==> src/rtl/cardFifoPkg.sv <==
package cardFifoPkg;

  // Strobes from the control to the datapath, one cycle each.
  typedef struct packed {
    logic busPush;    // software word into FIFO
    logic busPop;     // software word out of FIFO
    logic rxTake;     // card byte accepted this cycle
    logic rxLast;     // accepted byte is the last of the transfer
    logic txLoad;     // FIFO head moves into the byte shifter
    logic txShift;    // card took the low byte of the shifter
    logic startXfer;  // control write with enable set
    logic ctrlWr;     // any control write
  } dpStrobe_t;

endpackage

==> src/rtl/cardFifoDatapath.sv <==
module cardFifoDatapath
  import cardFifoPkg::*;
#(
  parameter int DEPTH  = 16,
  parameter int DATA_W = 32
) (
  input  logic                              clk,
  input  logic                              rst,
  input  dpStrobe_t                         stb,
  input  logic [DATA_W-1:0]                 busWdata,
  input  logic [7:0]                        rxByte,
  output logic [DATA_W-1:0]                 fifoHead,
  output logic [$clog2(DEPTH+1)-1:0]        fifoCount,
  output logic                              fifoFull,
  output logic                              fifoEmpty,
  output logic                              txHas,
  output logic [7:0]                        txByte
);
  localparam int PTR_W = $clog2(DEPTH);
  localparam int CNT_W = $clog2(DEPTH+1);
  localparam int BYTES = DATA_W / 8;
  localparam int IDX_W = $clog2(BYTES);

  logic [DATA_W-1:0] mem [DEPTH];
  logic [PTR_W-1:0]  wrPtr, rdPtr;
  logic [CNT_W-1:0]  count;
  logic [DATA_W-1:0] packWord, rxWordNext, pushData, txWord;
  logic [IDX_W-1:0]  byteIdx;
  logic [IDX_W:0]    txLeft;
  logic              rxPush, push, pop;

  // Merge the incoming card byte into its lane of the partial word.
  for (genvar b = 0; b < BYTES; b++) begin : gLane
    assign rxWordNext[8*b +: 8] = (byteIdx == IDX_W'(b)) ? rxByte : packWord[8*b +: 8];
  end

  assign rxPush   = stb.rxTake && (byteIdx == IDX_W'(BYTES-1) || stb.rxLast);
  assign push     = stb.busPush || rxPush;
  assign pushData = stb.busPush ? busWdata : rxWordNext;
  assign pop      = stb.busPop || stb.txLoad;

  assign fifoHead  = mem[rdPtr];
  assign fifoCount = count;
  assign fifoFull  = (count == CNT_W'(DEPTH));
  assign fifoEmpty = (count == '0);
  assign txHas     = (txLeft != '0);
  assign txByte    = txWord[7:0];

  always_ff @(posedge clk) begin
    if (push) mem[wrPtr] <= pushData;
  end

  always_ff @(posedge clk) begin
    if (rst) begin
      wrPtr    <= '0;
      rdPtr    <= '0;
      count    <= '0;
      packWord <= '0;
      byteIdx  <= '0;
      txWord   <= '0;
      txLeft   <= '0;
    end else begin
      if (push) wrPtr <= (wrPtr == PTR_W'(DEPTH-1)) ? '0 : wrPtr + 1'b1;
      if (pop)  rdPtr <= (rdPtr == PTR_W'(DEPTH-1)) ? '0 : rdPtr + 1'b1;
      case ({push, pop})
        2'b10:   count <= count + 1'b1;
        2'b01:   count <= count - 1'b1;
        default: count <= count;
      endcase

      if (stb.startXfer) begin
        packWord <= '0;
        byteIdx  <= '0;
      end else if (stb.rxTake) begin
        if (rxPush) begin
          packWord <= '0;
          byteIdx  <= '0;
        end else begin
          packWord <= rxWordNext;
          byteIdx  <= byteIdx + 1'b1;
        end
      end

      if (stb.startXfer) begin
        txLeft <= '0;
      end else if (stb.txLoad) begin
        txWord <= fifoHead;
        txLeft <= (IDX_W+1)'(BYTES);
      end else if (stb.txShift) begin
        txWord <= txWord >> 8;
        txLeft <= txLeft - 1'b1;
      end
    end
  end

endmodule

==> src/rtl/cardFifoControl.sv <==
module cardFifoControl
  import cardFifoPkg::*;
#(
  parameter int DEPTH  = 16,
  parameter int DATA_W = 32,
  parameter int LEN_W  = 16
) (
  input  logic                        clk,
  input  logic                        rst,
  input  logic                        regWrEn,
  input  logic                        regRdEn,
  input  logic [7:0]                  regAddr,
  input  logic [DATA_W-1:0]           regWdata,
  output logic [DATA_W-1:0]           regRdata,
  input  logic                        cardRxValid,
  output logic                        cardRxReady,
  input  logic                        cardTxReady,
  output logic                        cardTxValid,
  input  logic [DATA_W-1:0]           fifoHead,
  input  logic                        fifoFull,
  input  logic                        fifoEmpty,
  input  logic                        txHas,
  output dpStrobe_t                   stb,
  output logic [LEN_W-1:0]            remaining,
  output logic                        deferred
);
  logic [LEN_W-1:0] lenReg;
  logic             enable, dirRead, blockEnd;
  logic             isLen, isCtrl, isRem, isStat, isWcnt, isFifo;
  logic             remZero, done;
  logic [LEN_W:0]   wordCnt;
  logic [4:0]       statusBits;

  assign isLen  = (regAddr == 8'h00);
  assign isCtrl = (regAddr == 8'h04);
  assign isRem  = (regAddr == 8'h08);
  assign isStat = (regAddr == 8'h0C);
  assign isWcnt = (regAddr == 8'h10);
  assign isFifo = (regAddr[7:6] == 2'b10) && (regAddr[1:0] == 2'b00);

  assign remZero = (remaining == '0);
  assign done    = enable && remZero && fifoEmpty;
  assign wordCnt = ({1'b0, remaining} + (LEN_W+1)'(3)) >> 2;

  assign cardRxReady = enable && dirRead && !remZero && !fifoFull && !deferred;
  assign cardTxValid = enable && !dirRead && !remZero && txHas;

  always_comb begin
    stb           = '0;
    stb.ctrlWr    = regWrEn && isCtrl;
    stb.startXfer = regWrEn && isCtrl && regWdata[0];
    stb.busPush   = regWrEn && isFifo && enable && !dirRead && !remZero && !fifoFull;
    stb.busPop    = regRdEn && isFifo && !fifoEmpty;
    stb.rxTake    = cardRxValid && cardRxReady;
    stb.rxLast    = (remaining == LEN_W'(1));
    stb.txShift   = cardTxValid && cardTxReady;
    stb.txLoad    = enable && !dirRead && !remZero && !txHas && !fifoEmpty && !stb.busPop;
  end

  assign statusBits = {fifoFull, fifoEmpty, enable && !dirRead, enable && dirRead, blockEnd};

  always_comb begin
    regRdata = '0;
    if (isLen)       regRdata = DATA_W'(lenReg);
    else if (isCtrl) regRdata = DATA_W'({dirRead, enable});
    else if (isRem)  regRdata = DATA_W'(remaining);
    else if (isStat) regRdata = DATA_W'(statusBits);
    else if (isWcnt) regRdata = DATA_W'(wordCnt);
    else if (isFifo) regRdata = fifoEmpty ? '0 : fifoHead;
  end

  always_ff @(posedge clk) begin
    if (rst) begin
      lenReg    <= '0;
      enable    <= 1'b0;
      dirRead   <= 1'b0;
      remaining <= '0;
      deferred  <= 1'b0;
      blockEnd  <= 1'b0;
    end else begin
      if (regWrEn && isLen) lenReg <= regWdata[LEN_W-1:0];

      if (stb.ctrlWr) begin
        enable  <= regWdata[0];
        dirRead <= regWdata[1];
      end else if (done) begin
        enable <= 1'b0;
      end

      if (stb.startXfer)                  remaining <= lenReg;
      else if (stb.rxTake || stb.txShift) remaining <= remaining - 1'b1;

      if (stb.startXfer) blockEnd <= 1'b0;
      else if (done)     blockEnd <= 1'b1;

      if (stb.startXfer)                    deferred <= 1'b0;
      else if (regRdEn && (isStat || isWcnt)) deferred <= 1'b0;
      else if (stb.busPop)                  deferred <= 1'b1;
    end
  end

endmodule

==> src/rtl/cardFifoEngine.sv <==
module cardFifoEngine
  import cardFifoPkg::*;
#(
  parameter int DEPTH  = 16,
  parameter int DATA_W = 32,
  parameter int LEN_W  = 16
) (
  input  logic              clk,
  input  logic              rst,
  input  logic              regWrEn,
  input  logic              regRdEn,
  input  logic [7:0]        regAddr,
  input  logic [DATA_W-1:0] regWdata,
  output logic [DATA_W-1:0] regRdata,
  input  logic              cardRxValid,
  input  logic [7:0]        cardRxByte,
  output logic              cardRxReady,
  output logic              cardTxValid,
  output logic [7:0]        cardTxByte,
  input  logic              cardTxReady
);
  localparam int CNT_W = $clog2(DEPTH+1);

  dpStrobe_t         stb;
  logic [DATA_W-1:0] fifoHead;
  logic [CNT_W-1:0]  fifoCount;
  logic              fifoFull, fifoEmpty, txHas, deferred;
  logic [LEN_W-1:0]  remaining;

  cardFifoControl #(.DEPTH(DEPTH), .DATA_W(DATA_W), .LEN_W(LEN_W)) uCtrl (
    .clk(clk), .rst(rst),
    .regWrEn(regWrEn), .regRdEn(regRdEn), .regAddr(regAddr),
    .regWdata(regWdata), .regRdata(regRdata),
    .cardRxValid(cardRxValid), .cardRxReady(cardRxReady),
    .cardTxReady(cardTxReady), .cardTxValid(cardTxValid),
    .fifoHead(fifoHead), .fifoFull(fifoFull), .fifoEmpty(fifoEmpty),
    .txHas(txHas), .stb(stb), .remaining(remaining), .deferred(deferred)
  );

  cardFifoDatapath #(.DEPTH(DEPTH), .DATA_W(DATA_W)) uData (
    .clk(clk), .rst(rst), .stb(stb),
    .busWdata(regWdata), .rxByte(cardRxByte),
    .fifoHead(fifoHead), .fifoCount(fifoCount),
    .fifoFull(fifoFull), .fifoEmpty(fifoEmpty),
    .txHas(txHas), .txByte(cardTxByte)
  );

endmodule

==> config.mk <==
export PLATFORM = sky130hd
export DESIGN_NAME = cardFifoEngine
export DESIGN_NICKNAME = d
export VERILOG_FILES = /design/src/rtl/cardFifoPkg.sv /design/src/rtl/cardFifoDatapath.sv /design/src/rtl/cardFifoControl.sv /design/src/rtl/cardFifoEngine.sv
export SDC_FILE = /design/constraint.sdc
export NUM_CORES = 1
export LEC_CHECK = 0
export BUFFER_PORTS_ARGS = -buffer_cell sky130_fd_sc_hd__clkbuf_2
export CAP_MARGIN = 10
export CORE_MARGIN = 3
export CORE_UTILIZATION = 40
export DETAILED_ROUTE_END_ITERATION = 7
export MAX_ROUTING_LAYER = met4
export PLACE_DENSITY = 0.62
export SLEW_MARGIN = 10
export SYNTH_ARGS = -nofsm -noshare
export SYNTH_HDL_FRONTEND = slang
export SYNTH_SLANG_ARGS = --single-unit
==> constraint.sdc <==
create_clock -name clk -period 7 [get_ports clk]
set_clock_uncertainty 0.15 [all_clocks]
set_input_delay 0.35 -clock clk [delete_from_list [all_inputs] [get_ports clk]]
set_output_delay 0.35 -clock clk [all_outputs]
set_load 0.05 [all_outputs]
==> impl_summary.md, run 1 <==
Yosys
In the synthesized netlist, the number of instances is roughly 1700. Summing every instance area after synthesis gives ~26000 sq um. For this run, asynchronously set or reset flops after synthesis account for 0%. Counting flops with a built-in enable in the synthesized netlist gives 512. The net count after synthesis is between 1500 and 2000. For this run, the leading register cell type out of synthesis is sky130_fd_sc_hd__edfxtp_1.

Of the synthesized area, sequential elements account for approximately two thirds. The post-synthesis register bit count is 634. The total of warnings raised by yosys is 0.

Synthesis instantiated 68 different standard cells from the library. A synthesized cell averages between 15 and 20 sq um.

CTS
CTS saw around 630 sinks. The clock root buffer is sky130_fd_sc_hd__clkbuf_16. The clock latency of the later-clocked register in the worst-skew pair is 0.61 ns. The H-tree was split into 3 levels. In this run the post-CTS setup repair buffer count came out at 0. The number of gates resized after CTS was 0.

The clock tree from TritonCTS is done. Buffers inserted to repair hold after CTS numbered 18. The number of buffers on the longest clock path is 3. Counting the buffers created by CTS gives 67. The clock-pin slew on the worst setup and hold paths is about 0.060 ns.

Timing
For the final routed database, the setup TNS stands at 0 ns. The clock period minus final worst setup slack is between 4 and 5 ns. The number of max-slew violations in the final report is 0. Derived from the worst setup path, the maximum achievable clock frequency is between 200 and 250 MHz.

Setup repair after global routing left no endpoint under its margin. The ratio of final minimum period to clock period is 71.1%. For the pin with the worst max-slew slack, the measured transition is around 1.3 ns. The final number of setup-violating endpoints is 0.

The count of endpoints failing hold in the final timing report came to 0. The max-slew headroom at the worst pin is 16.4%.

Finish
The antenna diode instance count is 0. The post-layout net count is approximately 1900. The number of filler cells placed in the layout is 5505. The finished cells cover between 30000 and 40000 sq um. At the end of the flow the core is filled with cells to 46.9%. The share of final-layout standard cells stronger than drive strength 1 is 23.0%.

The growth of design area from synthesis to finish is 15.2%.

Power and ir drop
The areal power density over the cells is between 200 and 300 nW/um^2. For this design the static power due to leakage is about 9.0 nW. The worst-case IR drop observed on VDD is approximately 160 uV.

Setup path
The kind of start point of the critical path is a flop. The kind of critical path is reg2out. At the worst endpoint, the required time is 6.50 ns. Measured in cells, the most critical reg-to-reg path has a length of 14. In this design, the critical path's most frequently occurring cell is sky130_fd_sc_hd__buf_4.

The peak fanout along the critical path is 46. The largest stage delay on the critical path is approximately 0.96 ns. The setup slack of the worst register-to-register path is 2.47 ns. The reg-to-reg critical path endpoint is uData.fifoCount[4]$_SDFFE_PP0P_. Data arrives at the worst endpoint at 4.48 ns. The endpoint type of the worst setup path is a primary output. The cell with the largest stage delay on the worst path is sky130_fd_sc_hd__dfxtp_4.

The launch instance of the worst register-to-register path is uCtrl.remaining[0]$_SDFFE_PP0P_. The signal on the critical path passes through buf_4, buf_4, mux4_2, mux2_2, nand2_1, o21ai_0, a21oi_1, a31oi_1, clkbuf_2.

Route
The total wire length is roughly 70000 um. The number of detailed-route iterations in the first pass is 5. The iteration-0 DRC count of the detailed router is approximately 1600. The remaining design rule violation count is 0. The total via count after detailed routing is about 16000.

In the routed layout, each cell is associated on average with a via count of around 5.8. Dividing the detail-routed wire length by the instance count gives 25.8 um. The count of nets left with antenna violations once routing finished came out at 0.

Global routing
The first global-routing pass estimated 103000 um of wire. The number of antenna violations at the first check in global routing is 1. The total routing resource utilization after global routing is 20.6%.

The largest net degree at the start of global routing is 84. The number of global-route vias before repair is 15600. The leftover overflow at the end of global routing is 0.

Placed design
The post-placement cell area is approximately 28000 sq um. The placer's final routability congestion estimate is around 0.86. The HPWL after detailed placement is 43900 um. The number of I/O port buffers is 95.

Run status
The flow ran to the end, and the final reports show no timing, DRC or antenna violations.

Floorplan
The initial core utilization is a little over 40%. The standard-cell row count is between 90 and 100. The die covers about 70000 sq um. The height of the die is about 260 um. The horizontal die dimension is around 260 um. The area of the core region is approximately 65000 sq um. In this run the count of I/O pins placed on the die edge is 96.

Run
The count of maximum capacitance violations is 0.

Worst hold path
The class of the tightest hold or removal check is in2reg. The worst hold path passes through 3 cells. The critical hold path startpoint is cardRxByte[6]. The worst min-delay path endpoint is uData.packWord[6]$_SDFFE_PP0P_.
==> metrics by stage <==
stage	hold slack (ns)	instances	power, mW	setup slack (ns)
floorplan	0.258	1716	4.14	1.83
global placement	0.264	2577	4.19	2.54
detailed placement	0.266	2577	4.19	2.50
CTS	0.0146	2719	7.94	1.98
global route	0.0512	2722	8.09	1.64
finish	0.0650	2722	7.88	2.02
==> synth_stat cells (22+ instances only) <==
library cell               instances  area share [%]
sky130_fd_sc_hd__a211oi_1         22            0.63
sky130_fd_sc_hd__a21oi_1         114             2.2
sky130_fd_sc_hd__buf_1            23            0.33
sky130_fd_sc_hd__buf_2            22            0.42
sky130_fd_sc_hd__clkbuf_1         73             1.0
sky130_fd_sc_hd__dfxtp_1         122             9.3
sky130_fd_sc_hd__edfxtp_1        512              58
sky130_fd_sc_hd__mux2i_1          60             2.3
sky130_fd_sc_hd__mux4_2          133              11
sky130_fd_sc_hd__nand2_1         127             1.8
sky130_fd_sc_hd__nand3_1          45            0.85
sky130_fd_sc_hd__nor2_1          157             2.2
sky130_fd_sc_hd__o21ai_0          25            0.47
sky130_fd_sc_hd__xnor2_1          23            0.76
==> cell usage in the layout, fill, tap and decap left out, types with 19 or more instances in the layout <==
master and instances:
sky130_fd_sc_hd__o21ai_0 24, sky130_fd_sc_hd__nand3_1 45, sky130_fd_sc_hd__mux2i_1 60, sky130_fd_sc_hd__buf_4 44
sky130_fd_sc_hd__nand2_1 127, sky130_fd_sc_hd__a211oi_1 22, sky130_fd_sc_hd__xnor2_1 23, sky130_fd_sc_hd__mux4_2 133
sky130_fd_sc_hd__inv_1 19, sky130_fd_sc_hd__a21oi_1 104, sky130_fd_sc_hd__nor2_1 145, sky130_fd_sc_hd__dfxtp_1 119
sky130_fd_sc_hd__clkbuf_16 69, sky130_fd_sc_hd__clkbuf_2 94, sky130_fd_sc_hd__edfxtp_1 512
==> registers in the layout (all words and copies together) (netlist names), 3 cells and up, named ones only <==
register and count:
uData.txLeft 3, uData.fifoCount 5, uData.packWord 32, uData.wrPtr 4, uCtrl.remaining 16, uData.mem 512
uData.txWord 32, uData.rdPtr 4, uCtrl.lenReg 16
==> kinds of logic after synthesis <==
group                    synth area share (%)
buffers and inverters                    2.46
XOR/XNOR                                 1.26
multiplexers                             13.8
flip-flops                               67.5
adder cells (fa/ha/maj)                 0.882
AO/OA/AOI/OAI                            7.06
AND/OR/NAND/NOR                          7.00
==> report_power, final <==
| group | internal (mW) | switching, mW |
|---|---|---|
| Sequential | 4.03 | 0.000386 |
| Combinational | 0.0266 | 0.0656 |
| Clock | 2.25 | 1.50 |
==> area by class of cell <==
class                   instances  area [sq um]  area share [%]
flip-flops and latches        634         17800            58.7
multi-input cells             932          8070            26.6
clock buffers                  91          1850            6.09
well taps                     855          1070            3.52
repair buffers                158           996            3.28
clock inverters                33           500            1.65
inverters                      19          71.3           0.235
==> per-layer routing <==
layer / vias to the layer above / GRT usage [%] / share of wire, %
li1: 6848 / - / -
met1: 8067 / 28.1 / 43
met2: 614 / 31.0 / 46
met3: 146 / 4.62 / 7.7
met4: 0 / 6.82 / 3.2
met5: - / - / 0
==> critical path: cells and delay by family (launching register included) <==
family	cells	cell delay (ns)
buffers and inverters	3	1.19
DFF	1	0.96
muxes	2	0.81
AOI/OAI and AO/OA	3	0.76
and+or+nand+nor	1	0.06
==> worst max path at each step <==
stage / start / end / slack (ns)
floorplan: uCtrl.remaining[0]$_SDFFE_PP0P_ / uData.mem[0][0]$_DFFE_PP_ / 1.83
global placement: uCtrl.remaining[0]$_SDFFE_PP0P_ / uData.fifoCount[4]$_SDFFE_PP0P_ / 2.54
detailed placement: uCtrl.remaining[0]$_SDFFE_PP0P_ / uData.fifoCount[4]$_SDFFE_PP0P_ / 2.50
CTS: flop / regRdata[7] / 1.98
global route: flop / regRdata[7] / 1.64
finish: flop / regRdata[7] / 2.02
(Power assumes the default switching activity.)
==> inputs of run 2 (changes only) <==
Clock period 7 ns to 4.87 ns, I/O delays scaled along.
==> run 2 against run 1 <==
Effect of this change:
- sequential share of layout area decreased by 0.15 points
- total power is 35% higher
- clock power up 26%
- global-route usage up 0.093 points
- critical endpoint is now uData.fifoCount[4]$_SDFFE_PP0P_
- largest cell class unchanged
==> impl_summary.md, run 2 (synthesis results as in run 1) <==
Run status
Status: complete, no violations (unchanged).

Power and ir drop
The switching power summed over all nets is 2.14 mW (was 1.57 mW). The power consumption came to 10.7 mW (was 7.88 mW). The areal power density over the cells is 350 nW/um^2 (was 259 nW/um^2). The relative contribution of sequential cells to total power is 54.3% (was 51.1%). The total internal power is 8.53 mW (was 6.31 mW).

The net switching share of the total power is 20.1% (was 19.9%). The worst ir drop on vdd is 303 uV (was 162 uV). The combinational fraction of design power is 1.3% (was 1.2%). The static leakage power came to 9.08 nW (was 9.04 nW). The share of total power in the clock network was 44.4% (was 47.7%).

CTS
The TritonCTS sink count is 634 (unchanged). The clock tree from TritonCTS is done (unchanged). The clock-pin slew on the worst setup and hold paths was 0.06 ns (about the same). The clock latency of the later-clocked register in the worst-skew pair came to 0.60 ns (was 0.61 ns). The quantity of gates resized following cts is 0 (unchanged). The number of buffers on the longest clock path is 3 (unchanged).

The clock root buffer is sky130_fd_sc_hd__clkbuf_16 (unchanged). The number of H-tree branching levels is 3 (unchanged). The total clock buffers created by CTS is 66 (was 67).

Placed design
The placer's final routability congestion estimate is 0.891 (was 0.860). The worst setup slack after placement is 0.652 ns (was 2.50 ns). The number of I/O port buffers is 95 (unchanged). The HPWL after detailed placement was 44400 um (was 43900 um).

Finish
The most common cell after layout, fill and taps aside is sky130_fd_sc_hd__edfxtp_1 (unchanged). The number of filler cells placed in the layout came to 5564 (was 5505). The growth of design area from synthesis to finish is 15.5% (was 15.2%). The core utilization of the finished layout is 47.0% (was 46.9%). The antenna diode instance count was 0 (unchanged). The top register by number of flip-flops was uData.mem (unchanged). The area occupied by multi-input gates is 8060 sq um (was 8070 sq um). Commonest cells after routing, fill and taps aside: sky130_fd_sc_hd__edfxtp_1 (512), sky130_fd_sc_hd__nor2_1 (144), sky130_fd_sc_hd__mux4_2 (133), sky130_fd_sc_hd__nand2_1 (127), sky130_fd_sc_hd__dfxtp_1 (119) (was sky130_fd_sc_hd__edfxtp_1 (512), sky130_fd_sc_hd__nor2_1 (145), sky130_fd_sc_hd__mux4_2 (133), sky130_fd_sc_hd__nand2_1 (127), sky130_fd_sc_hd__dfxtp_1 (119)). The post-layout net count came to 1919 (was 1884). The sequential cell area is 17800 sq um (unchanged). The share of final-layout standard cells stronger than drive strength 1 was 23.0% (about the same). Top Registers: uData.mem x512, uData.packWord x32, uData.txWord x32 (unchanged). The number of flip-flops in the largest register is 512 (unchanged).

Floorplan
The number of top-level design ports is 96 (unchanged). The area of the core region came to 64800 sq um (unchanged). The standard-cell row count is 93 (unchanged).

The height of the die is 263 um (unchanged). The area of the die came to 69100 sq um (unchanged). The initial core utilization is 40.7% (unchanged). The horizontal die dimension came to 263 um (unchanged).

Timing
The highest achievable clock rate is ~230 MHz. The ratio of final minimum period to clock period is between 80% and 90%. The setup TNS came to 0 ns (unchanged). The final setup slack of the worst path was 0.611 ns (was 2.02 ns). The number of max-slew violations in the final report is 0 (unchanged). Setup repair after global routing missed its margin: no (unchanged). The final number of setup-violating endpoints came to 0 (unchanged).

The smallest hold slack is 0.0610 ns (was 0.0650 ns). The transition time of the tightest slew-check pin was 1.20 ns (was 1.25 ns). The clock period minus final worst setup slack is 4.26 ns. The max-slew headroom at the worst pin is 20.2% (was 16.4%).

The count of endpoints failing hold in the final timing report is 0 (unchanged).

Setup path
Critical-path cell list: inv_1, ha_1, nor3b_1, and4_1, or4b_2, o21ai_2, inv_1, ha_1, fa_1, a21o_1, a21oi_1, xor2_1, or3_1, a21oi_1 (was buf_4, buf_4, mux4_2, mux2_2, nand2_1, o21ai_0, a21oi_1, a31oi_1, clkbuf_2). The kind of critical path is reg2reg (was reg2out). The critical path arrival was 4.63 ns (was 4.48 ns). The cell with the largest stage delay on the worst path is sky130_fd_sc_hd__or4b_2 (was sky130_fd_sc_hd__dfxtp_4). The kind of start point of the critical path was a flop (unchanged). The critical path buffer and inverter count is 2 (was 3). The required time reported for the critical path endpoint came to 5.24 ns (was 6.50 ns). The endpoint type of the worst setup path is a flop (was primary output). The family of cells with the greatest summed delay on the critical path is simple AND/OR/NAND/NOR gates (was buffers and inverters). The peak fanout along the critical path came to 9 (was 46). The largest stage delay on the critical path was 0.73 ns (was 0.96 ns).

Route
The remaining design rule violation count is 0 (unchanged). The routed wirelength normalized by instance count is 25.4 um (was 25.8 um). The count of nets left with antenna violations after detail routing is 0 (unchanged). The total via count after detailed routing is 15600 (was 15700). The total wire length is 70000 um (was 70100 um).

The mean number of vias per cell is 5.67 (was 5.76). The number of detailed-route iterations in the first pass is 5 (unchanged). The iteration-0 DRC count of the detailed router is 1697 (was 1637).

Global routing
The total routing resource utilization after global routing is 20.7% (was 20.6%). The number of global-route vias before repair came to 15600 (about the same). The largest net degree at the start of global routing is 63 (was 84). The number of antenna violations at the first check in global routing is 0 (was 1). The leftover overflow at the end of global routing was 0 (unchanged). The wire length of the first global-routing pass is 103000 um (about the same).

Worst hold path
The class of the tightest hold or removal check was in2reg (unchanged).

Run
The count of maximum capacitance violations is 0 (unchanged).
==> run 2: cell types whose count changed in the layout (fill, tap and decap cells not counted), moves of 4 or more <==
cell	before	now
sky130_fd_sc_hd__nor3_4	0	4
sky130_fd_sc_hd__buf_4	44	62
sky130_fd_sc_hd__nor3_2	4	0
sky130_fd_sc_hd__bufinv_16	10	2
sky130_fd_sc_hd__dlygate4sd3_1	18	27
sky130_fd_sc_hd__buf_12	0	10
sky130_fd_sc_hd__a21oi_2	10	0
sky130_fd_sc_hd__a21oi_1	104	114
sky130_fd_sc_hd__clkbuf_1	18	14
sky130_fd_sc_hd__clkinv_1	5	14
==> run 2: layout make-up <==
class	count	share of cell area, %
Tap cell	855	3.51
Multi-Input combinational cell	932	26.5
Sequential cell	634	58.5
Timing Repair Buffer	194	4.63
Clock buffer	85	5.83
Clock inverter	31	0.793
Inverter	19	0.234
==> run 2: power by group through the flow <==
stage	Clock [mW]	Sequential, mW	Combinational (mW)
after floorplan	0	5.90	0.0521
final	4.74	5.79	0.138
after global routing	5.04	5.79	0.147
after global placement	0	5.90	0.119
after CTS	4.83	5.79	0.136
after detailed placement	0	5.90	0.119
==> run 2: worst reg2reg max path, cell delays in order (launching register included) <==
cell	delay (ns)
sky130_fd_sc_hd__dfxtp_1	0.40
sky130_fd_sc_hd__inv_1	0.10
sky130_fd_sc_hd__ha_1	0.32
sky130_fd_sc_hd__nor3b_1	0.20
sky130_fd_sc_hd__and4_1	0.29
sky130_fd_sc_hd__or4b_2	0.73
sky130_fd_sc_hd__o21ai_2	0.22
sky130_fd_sc_hd__inv_1	0.15
sky130_fd_sc_hd__ha_1	0.32
sky130_fd_sc_hd__fa_1	0.44
sky130_fd_sc_hd__a21o_1	0.18
sky130_fd_sc_hd__a21oi_1	0.16
sky130_fd_sc_hd__xor2_1	0.09
sky130_fd_sc_hd__or3_1	0.31
sky130_fd_sc_hd__a21oi_1	0.13
==> run 2: path summary, 6_finish.rpt <==
path | from | endpoint | slack (ns) | depth (start not counted)
worst min-delay path | rst | uData.wrPtr[0]$_SDFFE_PP0P_ | 0.06 | 2
worst max register to register | uCtrl.remaining[0]$_SDFFE_PP0P_ | uData.fifoCount[4]$_SDFFE_PP0P_ | 0.61 | 14
worst max-delay path | uCtrl.remaining[0]$_SDFFE_PP0P_ | uData.fifoCount[4]$_SDFFE_PP0P_ | 0.61 | 14
worst min register to register | uData.packWord[25]$_SDFFE_PP0P_ | uData.packWord[25]$_SDFFE_PP0P_ | 0.28 | 2
==> run 2: routing by layer <==
metal	track usage [%]	wire [um]	vias to the layer above
met3	5.40	5540	125
met1	27.5	29600	7943
met5	-	0	-
met4	6.50	2030	0
li1	-	-	6932
met2	31.5	32800	599
==> run 2: metrics by stage <==
stage                     std cells  area [sq um]
final                          2750         30500
after global routing           2750         30500
after CTS                      2750         30500
after detailed placement       2607         28200
after global placement         2607         28200
after floorplan                1716         26400
==> run 2: repair_timing <==
action                    CTS  global route
hold buffers               27             0
hold endpoints to repair   47             0
buffers inserted            0             0
==> inputs of run 3 (changes only) <==
Settings changed: REMOVE_ABC_BUFFERS from default to 1.
==> run 3 against run 2 <==
Effect of this change:
- sequential share of layout area up 0.35 points
- setup slack worse by 0.14 ns
- via count up 1.4%
- utilization down 0.28 points
- worst hold slack worse by 0.028 ns
- combinational power about the same
- total power up 0.29%
- non-clock buffer count down 20
- critical path depth unchanged
- die area unchanged
- critical path type unchanged
==> impl_summary.md, run 3 (synthesis results as in run 1) <==
Run status
Status: complete, no violations (unchanged).

Placed design
The placer's final routability congestion estimate is 0.878 (was 0.891). The number of I/O port buffers was 95 (unchanged). The HPWL after detailed placement is 44100 um (was 44400 um).

Global routing
The number of global-route vias before repair is 15600 (about the same). The largest net degree at the start of global routing was 84 (was 63). The leftover overflow at the end of global routing is 0 (unchanged). The number of antenna violations at the first check in global routing is 1 (was 0). The wire length of the first global-routing pass came to 105000 um (was 103000 um). The total routing resource utilization after global routing came to 21.1% (was 20.7%).

Timing
The number of max-slew violations in the final report came to 0 (unchanged). The count of endpoints failing hold in the final timing report is 0 (unchanged). Setup repair after global routing missed its margin: no (unchanged). The max-slew headroom at the worst pin is 18.0% (was 20.2%). The transition time of the tightest slew-check pin is 1.23 ns (was 1.20 ns). The final number of setup-violating endpoints is 0 (unchanged). The highest achievable clock rate is 227 MHz (was 235 MHz). The ratio of final minimum period to clock period is 90.3% (was 87.4%). The clock period minus final worst setup slack was 4.40 ns (was 4.26 ns).

Route
The remaining design rule violation count is 0 (unchanged). The iteration-0 DRC count of the detailed router is 1685 (was 1697). The routed wirelength normalized by instance count is 26.1 um (was 25.4 um). The total via count after detailed routing is 15800 (was 15600). The mean number of vias per cell is 5.78 (was 5.67). The number of detailed-route iterations in the first pass is 5 (unchanged).

The count of nets left with antenna violations after detail routing is 0 (unchanged). The total wire length was 71500 um (was 70000 um).

Finish
The top register by number of flip-flops is uData.mem (unchanged). Commonest cells after routing, fill and taps aside: sky130_fd_sc_hd__edfxtp_1 (512), sky130_fd_sc_hd__nor2_1 (145), sky130_fd_sc_hd__mux4_2 (133), sky130_fd_sc_hd__nand2_1 (127), sky130_fd_sc_hd__dfxtp_1 (119) (was sky130_fd_sc_hd__edfxtp_1 (512), sky130_fd_sc_hd__nor2_1 (144), sky130_fd_sc_hd__mux4_2 (133), sky130_fd_sc_hd__nand2_1 (127), sky130_fd_sc_hd__dfxtp_1 (119)). The most common cell after layout, fill and taps aside was sky130_fd_sc_hd__edfxtp_1 (unchanged). The number of filler cells placed in the layout came to 5582 (was 5564).

The post-layout net count is 1900 (was 1919). The sequential cell area is 17800 sq um (unchanged). The share of final-layout standard cells stronger than drive strength 1 was 22.5% (was 23.0%). The number of flip-flops in the largest register is 512 (unchanged). The antenna diode instance count was 0 (unchanged). The growth of design area from synthesis to finish was 14.8% (was 15.5%). The area occupied by multi-input gates is 8050 sq um (was 8060 sq um). The core utilization of the finished layout is 46.7% (was 47.0%).

Top Registers: uData.mem x512, uData.packWord x32, uData.txWord x32 (unchanged).

Power and ir drop
The static leakage power was 9.00 nW (was 9.08 nW). The power consumption is 10.7 mW (about the same). The areal power density over the cells is 353 nW/um^2 (was 350 nW/um^2). The worst ir drop on vdd is 272 uV (was 303 uV).

Floorplan
The initial core utilization is 40.7% (unchanged). The horizontal die dimension is 263 um (unchanged). The height of the die is 263 um (unchanged).

The area of the die is 69100 sq um (unchanged). The number of top-level design ports is 96 (unchanged). The standard-cell row count is 93 (unchanged). The area of the core region is 64800 sq um (unchanged).

Worst hold path
The critical hold path startpoint is regWdata[18] (was rst). The class of the tightest hold or removal check is in2reg (unchanged).

Setup path
The critical path arrival is 4.74 ns (was 4.63 ns). The kind of critical path is reg2reg (unchanged). The peak fanout along the critical path is 14 (was 9). The required time reported for the critical path endpoint came to 5.22 ns (was 5.24 ns). The launching instance or port of the critical path is uCtrl.remaining[0]$_SDFFE_PP0P_ (unchanged).

The kind of start point of the critical path is a flop (unchanged). The endpoint type of the worst setup path was a flop (unchanged). The launch instance of the worst register-to-register path is uCtrl.remaining[0]$_SDFFE_PP0P_ (unchanged).

CTS
The clock tree from TritonCTS is done (unchanged). The clock root buffer is sky130_fd_sc_hd__clkbuf_16 (unchanged). The TritonCTS sink count is 634 (unchanged). The clock-pin slew on the worst setup and hold paths came to 0.06 ns (about the same). The number of buffers on the longest clock path is 3 (unchanged).

The total clock buffers created by CTS is 67 (was 66). The number of H-tree branching levels is 3 (unchanged). The clock latency of the later-clocked register in the worst-skew pair is 0.60 ns (about the same).

Run
The count of maximum capacitance violations is 0 (unchanged).
run 3: layer usage:
metal	routed length (um)	track usage, %
met1	31600	30.3
met2	32600	31.3
met3	5530	3.74
met4	1760	5.39
met5	0	-
run 3: area by class of cell:
| type | instances | area share [%] |
|---|---|---|
| Sequential cell | 634 | 58.9 |
| Multi-Input combinational cell | 932 | 26.6 |
| Clock buffer | 90 | 5.99 |
| Timing Repair Buffer | 174 | 4.04 |
| Tap cell | 855 | 3.53 |
| Clock inverter | 30 | 0.748 |
| Inverter | 19 | 0.236 |
run 3: critical path: stages (launching register included):
cell                      delay [ns]
sky130_fd_sc_hd__dfxtp_1        0.41
sky130_fd_sc_hd__inv_1          0.10
sky130_fd_sc_hd__ha_1           0.34
sky130_fd_sc_hd__nor3b_1        0.21
sky130_fd_sc_hd__and4_1         0.40
sky130_fd_sc_hd__or4b_2         0.80
sky130_fd_sc_hd__o21ai_2        0.22
sky130_fd_sc_hd__inv_1          0.09
sky130_fd_sc_hd__ha_1           0.29
sky130_fd_sc_hd__fa_1           0.42
sky130_fd_sc_hd__a21o_1         0.18
sky130_fd_sc_hd__a21oi_1        0.17
sky130_fd_sc_hd__xor2_1         0.09
sky130_fd_sc_hd__or3_1          0.31
sky130_fd_sc_hd__a21oi_1        0.14
run 3: final timing paths:
check	depth (start not counted)	slack (ns)	to
worst max-delay path	14	0.47	uData.fifoCount[4]$_SDFFE_PP0P_
worst min-delay path	3	0.03	uData.mem[1][18]$_DFFE_PP_
worst max register to register	14	0.47	uData.fifoCount[4]$_SDFFE_PP0P_
worst min register to register	2	0.28	uData.packWord[25]$_SDFFE_PP0P_
run 3: through the flow:
step | hold slack, ns | worst slack [ns] | cells | TNS [ns] | instance area (sq um)
global route | 0.0369 | 0.243 | 2734 | 0 | 30300
CTS | 0.0601 | 0.459 | 2734 | 0 | 30300
global placement | 0.264 | 0.594 | 2588 | 0 | 28000
floorplan | 0.158 | -2.30 | 1585 | -180.81 | 25800
finish | 0.0335 | 0.474 | 2734 | 0 | 30300
detailed placement | 0.272 | 0.591 | 2588 | 0 | 28000
run 3: report_power, final:
part           total [mW]  switching [mW]  internal [mW]
Sequential           5.79        0.000526           5.79
Combinational       0.138          0.0964         0.0415
Clock                4.77            2.08           2.69
run 3: repair_timing:
action | 4_1_cts | 5_1_grt
gates resized for setup | 0 | 0
setup buffers | 0 | 0
hold buffers | 26 | 0
hold endpoints to repair | 46 | 0
